## config.mk

```make
export PLATFORM = sky130hd
export DESIGN_NAME = isck_gen
export DESIGN_NICKNAME = d
export VERILOG_FILES = /design/src/rtl/isck_pkg.sv /design/src/rtl/isck_ratio_sel.sv /design/src/rtl/isck_div_calc.sv /design/src/rtl/isck_frame_edge.sv /design/src/rtl/isck_divider.sv /design/src/rtl/isck_gen.sv
export SDC_FILE = /design/constraint.sdc
export NUM_CORES = 1
export LEC_CHECK = 0
export CORE_ASPECT_RATIO = 0.8
export CORE_MARGIN = 2
export CORE_UTILIZATION = 30
export CTS_CLUSTER_SIZE = 12
export DETAILED_ROUTE_END_ITERATION = 12
export GPL_TIMING_DRIVEN = 0
export SLEW_MARGIN = 40
export SYNTH_ARGS = -nofsm -noshare
export SYNTH_HDL_FRONTEND = slang
export SYNTH_HIERARCHICAL = 1
export SYNTH_SLANG_ARGS = --single-unit
```

## constraint.sdc

```tcl
create_clock -name clk_i -period 30.1 [get_ports clk_i]
set_input_delay 3.01 -clock clk_i [delete_from_list [all_inputs] [get_ports clk_i]]
set_output_delay 3.01 -clock clk_i [all_outputs]
set_load 0.03 [all_outputs]
```

## src/rtl/isck_pkg.sv

```systemverilog
`timescale 1ns/1ps
package isck_pkg;

   typedef enum logic [1:0] {
      SPD_SINGLE = 2'd0,
      SPD_DOUBLE = 2'd1,
      SPD_QUAD   = 2'd2,
      SPD_RSVD   = 2'd3
   } speed_e;

   // master clock multiple codes: bit 0 picks the 128/192 base, bits 2:1 shift it
   localparam logic [2:0] MC_128X  = 3'd0;
   localparam logic [2:0] MC_192X  = 3'd1;
   localparam logic [2:0] MC_256X  = 3'd2;
   localparam logic [2:0] MC_384X  = 3'd3;
   localparam logic [2:0] MC_512X  = 3'd4;
   localparam logic [2:0] MC_768X  = 3'd5;
   localparam logic [2:0] MC_1024X = 3'd6;

   localparam int BASE_EVEN = 128;
   localparam int BASE_ODD  = 192;

   localparam int BITS_32 = 32;
   localparam int BITS_48 = 48;
   localparam int BITS_64 = 64;

endpackage

```

## src/rtl/isck_ratio_sel.sv

```systemverilog
`timescale 1ns/1ps
module isck_ratio_sel
   import isck_pkg::*;
#(
   parameter int MULT_W  = 11,
   parameter int RATIO_W = 7
) (
   input  logic [1:0]         speed_i,
   input  logic [2:0]         mclk_sel_i,
   output logic [MULT_W-1:0]  mult_o,
   output logic [RATIO_W-1:0] bits_o,
   output logic               unsup_o
);

   logic [MULT_W-1:0] base;

   assign base   = mclk_sel_i[0] ? MULT_W'(BASE_ODD) : MULT_W'(BASE_EVEN);
   assign mult_o = base << mclk_sel_i[2:1];

   always_comb begin
      bits_o = '0;
      case (speed_e'(speed_i))
         SPD_SINGLE: begin
            if (mclk_sel_i == MC_384X) begin
               bits_o = RATIO_W'(BITS_48);
            end else if (mclk_sel_i inside {MC_256X, MC_512X, MC_768X, MC_1024X}) begin
               bits_o = RATIO_W'(BITS_64);
            end
         end
         SPD_DOUBLE: begin
            if (mclk_sel_i == MC_192X) begin
               bits_o = RATIO_W'(BITS_48);
            end
         end
         SPD_QUAD: begin
            if (mclk_sel_i inside {MC_128X, MC_192X}) begin
               bits_o = RATIO_W'(BITS_32);
            end
         end
         default: bits_o = '0;
      endcase
      unsup_o = (bits_o == '0);
   end

endmodule

```

## src/rtl/isck_div_calc.sv

```systemverilog
`timescale 1ns/1ps
module isck_div_calc #(
   parameter int MULT_W  = 11,
   parameter int RATIO_W = 7,
   parameter int DIV_W   = 5
) (
   input  logic [MULT_W-1:0]  dividend_i,
   input  logic [RATIO_W-1:0] divisor_i,
   output logic [DIV_W-1:0]   quot_o,
   output logic               ovf_o,
   output logic               exact_o
);

   logic [MULT_W-1:0]  q;
   logic [RATIO_W-1:0] rem_s [MULT_W+1];

   assign rem_s[0] = '0;

   // restoring division, one stage per dividend bit, MSB first
   for (genvar i = 0; i < MULT_W; i++) begin : g_stage
      localparam int B = MULT_W - 1 - i;
      logic [RATIO_W:0]   shl;
      logic [RATIO_W-1:0] diff;
      logic               ge;

      assign shl          = {rem_s[i], dividend_i[B]};
      assign ge           = (shl >= {1'b0, divisor_i});
      assign diff         = shl[RATIO_W-1:0] - divisor_i;
      assign q[B]         = ge;
      assign rem_s[i+1]   = ge ? diff : shl[RATIO_W-1:0];
   end

   assign quot_o  = q[DIV_W-1:0];
   assign ovf_o   = |q[MULT_W-1:DIV_W];
   assign exact_o = (rem_s[MULT_W] == '0);

endmodule

```

## src/rtl/isck_frame_edge.sv

```systemverilog
`timescale 1ns/1ps
module isck_frame_edge (
   input  logic clk_i,
   input  logic rst_ni,
   input  logic lrck_i,
   output logic edge_o
);

   logic lrck_q;

   always_ff @(posedge clk_i or negedge rst_ni) begin
      if (!rst_ni) begin
         lrck_q <= 1'b0;
      end else begin
         lrck_q <= lrck_i;
      end
   end

   assign edge_o = lrck_i ^ lrck_q;

endmodule

```

## src/rtl/isck_divider.sv

```systemverilog
`timescale 1ns/1ps
module isck_divider #(
   parameter int DIV_W = 5
) (
   input  logic             clk_i,
   input  logic             rst_ni,
   input  logic             run_i,
   input  logic             restart_i,
   input  logic [DIV_W-1:0] div_i,
   output logic             sck_o
);

   logic [DIV_W-1:0] cnt_q;
   logic [DIV_W-1:0] cnt_nx;
   logic [DIV_W-1:0] half;
   logic [DIV_W-1:0] last;

   assign half = div_i >> 1;
   assign last = div_i - DIV_W'(1);

   always_comb begin
      if (!run_i || restart_i) begin
         cnt_nx = '0;
      end else if (cnt_q >= last) begin
         cnt_nx = '0;
      end else begin
         cnt_nx = cnt_q + DIV_W'(1);
      end
   end

   always_ff @(posedge clk_i or negedge rst_ni) begin
      if (!rst_ni) begin
         cnt_q <= '0;
         sck_o <= 1'b0;
      end else begin
         cnt_q <= cnt_nx;
         sck_o <= run_i && (cnt_nx >= half);
      end
   end

endmodule

```

## src/rtl/isck_gen.sv

```systemverilog
`timescale 1ns/1ps
module isck_gen #(
   parameter int MULT_W   = 11,
   parameter int RATIO_W  = 7,
   parameter int DIV_W    = 5,
   parameter int CFG_PIPE = 0
) (
   input  logic               clk_i,
   input  logic               rst_ni,
   input  logic               en_i,
   input  logic [1:0]         speed_i,
   input  logic [2:0]         mclk_sel_i,
   input  logic               lrck_i,
   output logic               sck_o,
   output logic               unsup_o,
   output logic [RATIO_W-1:0] bits_o,
   output logic [DIV_W-1:0]   div_o
);

   // elaboration-time parameter checks
   if (MULT_W < 11) begin : g_bad_mult
      $error("MULT_W must hold a 1024x multiple");
   end
   if (RATIO_W < 7) begin : g_bad_ratio
      $error("RATIO_W must hold a ratio of 64");
   end
   if (DIV_W < 5 || DIV_W >= MULT_W) begin : g_bad_div
      $error("DIV_W must hold 16 and stay below MULT_W");
   end
   if (CFG_PIPE != 0 && CFG_PIPE != 1) begin : g_bad_pipe
      $error("CFG_PIPE must be 0 or 1");
   end

   logic [MULT_W-1:0]  mult;
   logic [RATIO_W-1:0] bits_raw;
   logic               sel_unsup;
   logic [DIV_W-1:0]   quot;
   logic               ovf;
   logic               exact;
   logic               bad;
   logic [RATIO_W-1:0] cfg_bits;
   logic [DIV_W-1:0]   cfg_div;
   logic               frame_edge;
   logic               run;

   isck_ratio_sel #(
      .MULT_W (MULT_W),
      .RATIO_W(RATIO_W)
   ) u_sel (
      .speed_i   (speed_i),
      .mclk_sel_i(mclk_sel_i),
      .mult_o    (mult),
      .bits_o    (bits_raw),
      .unsup_o   (sel_unsup)
   );

   isck_div_calc #(
      .MULT_W (MULT_W),
      .RATIO_W(RATIO_W),
      .DIV_W  (DIV_W)
   ) u_calc (
      .dividend_i(mult),
      .divisor_i (bits_raw),
      .quot_o    (quot),
      .ovf_o     (ovf),
      .exact_o   (exact)
   );

   assign bad      = sel_unsup | ovf | ~exact;
   assign cfg_bits = bad ? '0 : bits_raw;
   assign cfg_div  = bad ? '0 : quot;

   if (CFG_PIPE == 1) begin : g_pipe
      always_ff @(posedge clk_i or negedge rst_ni) begin
         if (!rst_ni) begin
            unsup_o <= 1'b1;
            bits_o  <= '0;
            div_o   <= '0;
         end else begin
            unsup_o <= bad;
            bits_o  <= cfg_bits;
            div_o   <= cfg_div;
         end
      end
   end else begin : g_comb
      assign unsup_o = bad;
      assign bits_o  = cfg_bits;
      assign div_o   = cfg_div;
   end

   isck_frame_edge u_edge (
      .clk_i (clk_i),
      .rst_ni(rst_ni),
      .lrck_i(lrck_i),
      .edge_o(frame_edge)
   );

   assign run = en_i & ~unsup_o;

   isck_divider #(
      .DIV_W(DIV_W)
   ) u_div (
      .clk_i    (clk_i),
      .rst_ni   (rst_ni),
      .run_i    (run),
      .restart_i(frame_edge),
      .div_i    (div_o),
      .sck_o    (sck_o)
   );

endmodule

```

==> run summary <==
Primary FF master, synth: dfrtp_1
Vias in the first global route: 4,263
CTS tree: yes
Largest net degree at the start of global routing: 14
Minimum clock period: 28.58 ns
Setup TNS: 0 ns
Initial Utilization: 30.5%
Synth top cells by count: ha_1, inv_1, nor2_1
Syn-to-layout area delta: 16.6%
Critical Path End Type: output port
Core Area: 16,500 um2
Worst Path Max Fanout: 10
Worst Slack Setup Final: 1.52 ns
Clock skew: 0.000773 ns
Final hold viol count: 0
Mapped cell area: 5030 um2
Ant diodes: 0
Initial antenna violation count: 0
Max-slew headroom: 3.39%
Grt ovf: 0
Warnings, synthesis: 6
Reg clk slew, reported paths: 0.04 ns
CP max stage cell: clkdlybuf4s50_1
Cts bufs inserted: 3
Count of cell types in the netlist: 85
WL final: 13.5 mm
Startpoint class of the critical path: input pin
Via count: 4,668
Global-route usage over all layers: 14.7%
Status: finished clean
Count of final setup violators: 0
FF+latch count, synth: 7
Pre-CTS setup slack: -0.678 ns
Leading area contributor after synthesis: ha_1
Hold WC Path Type: flip-flop to flip-flop
Hold_buf cts: 0
Most frequent cell after synthesis: ha_1
Critical path's largest stage delay: 0.48 ns
Clk root buf: clkbuf_16
Sequential element share of the synthesized area: 3.48%
Worst Path Required: 27.09 ns
Height of the die: 120 um
DRC Markers: 0
Die width: 149 um
Ys async rst share: 100%
Clock latency at the later pin of the worst-skew pair: 0.23 ns
Worst EP arrival: 25.57 ns
Post-synth EDFFs: 0
Post-route ant nets: 0
Area fraction of the dominant cell type after synthesis: 20.7%
Nets: 789
Peak Freq: 35.0 MHz
Worst slew pin tran: 1.43 ns
# H-tree levels: 1
CTS Buffer Depth: 2
Crit path kind: input pin to output port
Pre-antenna DRT Iters: 5
Avg Cell Area, Syn: 7.82 um2
Fraction of layout cells with a size suffix above 1: 18.4%
Synth Instances: 643
Synth area leaders: ha_1, xnor2_1, inv_1
I/O Buffers: 18
Wire per inst: 14.9 um
Gpl congestion: 0.816
Rows: 42
CTS Sinks: 7
Initial drt markers: 233
First-pass GRT wire length: 21.5 mm
Fin crit share: 94.9%
Max_cap viols: 0
DP Wirelength: 10.6 mm
Slew Limit Fails: 0
Die ar.: 17,800 um2
Via/cell ratio: 5.15
I/O Pins: 23
[cells in the final DEF (no fill, tap or decap), drive strengths merged, types with 12 or more instances in the layout]
cell type,n
nor2,43
nand2b,22
a21o,22
a21oi,28
nor4bb,13
ha,83
o21ai,44
xnor2,25
buf,39
nor2b,21
xor2,23
nand3,12
mux2,21
inv,56
nand2,40
mux2i,15
[path summary, 6_finish.rpt]
path,cells past startpoint,end,start,slack (ns)
min in group asynchronous,1,u_edge/lrck_q,rst_ni,3.04
max,105,div_o[2],mclk_sel_i[1],1.52
min,1,u_div/cnt_q[0],u_div/cnt_q[0],0.48
min reg2reg,1,u_div/cnt_q[0],u_div/cnt_q[0],0.48
max in group asynchronous,1,u_div/cnt_q[4],rst_ni,26.82
max reg2reg,11,u_div/sck_o,u_div/cnt_q[0],27.67
[per-layer routing]
layer  routed length [um]  track usage, %  vias to the layer above
met2                 5360            21.4                       80
met1                 7510            24.4                     2174
met4                   29            1.31                        0
met5                    0               0                        -
met3                  564           0.646                        3
li1                     -               -                     2411
[flip-flops by register name (all words and copies together) (netlist names)]
| signal | flops |
|---|---|
| u_edge/lrck_q | 1 |
| u_div/cnt_q | 5 |
| u_div/sck_o | 1 |
[final cells by class]
cell class                      count  area, um2
Timing Repair Buffer               30        250
Buffer                             25        195
Fill cell                        1762      10600
Multi-Input combinational cell    561       4660
Sequential cell                     7        175
Clock buffer                        4       78.8
Inverter                           59        234
Tap cell                          220        275
[repair_timing]
action / CTS / global route
resized for setup: 13 / 51
pin swaps: 0 / 3
cloned: 0 / 0
buffers inserted: 0 / 12
endpoints found under the setup margin: 7 / 10
[logic make-up (layout without fill, tap and decap cells)]
logic type	count (synthesis)	count (layout)	share of synthesized area, %
other	1	10	0.0746
buffers and inverters	84	118	8.34
AOI/OAI and AO/OA	158	158	21.8
DFF	7	7	3.48
adders and majority gates	93	93	24.6
and+or+nand+nor	216	216	25.1
xor gates and xnor gates	48	48	8.36
muxes	36	36	8.14
[metrics by stage]
stage               instances  hold WS (ns)  utilization, %  cell area [um2]
global placement          890         0.483            33.4             5520
detailed placement        890         0.484            33.4             5520
floorplan                 652         0.451               -             5060
CTS                       894         0.490            34.3             5660
global route              906         0.509            35.5             5870
finish                    906         0.479            35.5             5870
[critical path: cells and delay by family]
family / cells / cell delay, ns
buffers and inverters: 15 / 2.37
muxes: 6 / 1.71
and+or+nand+nor: 25 / 4.91
AOI/OAI and AO/OA: 49 / 10.41
adders and majority gates: 10 / 3.13
Power is left out: the tool's default activity adds up to more than one toggle a clock period on the data nets, which glitch-free logic cannot reach.
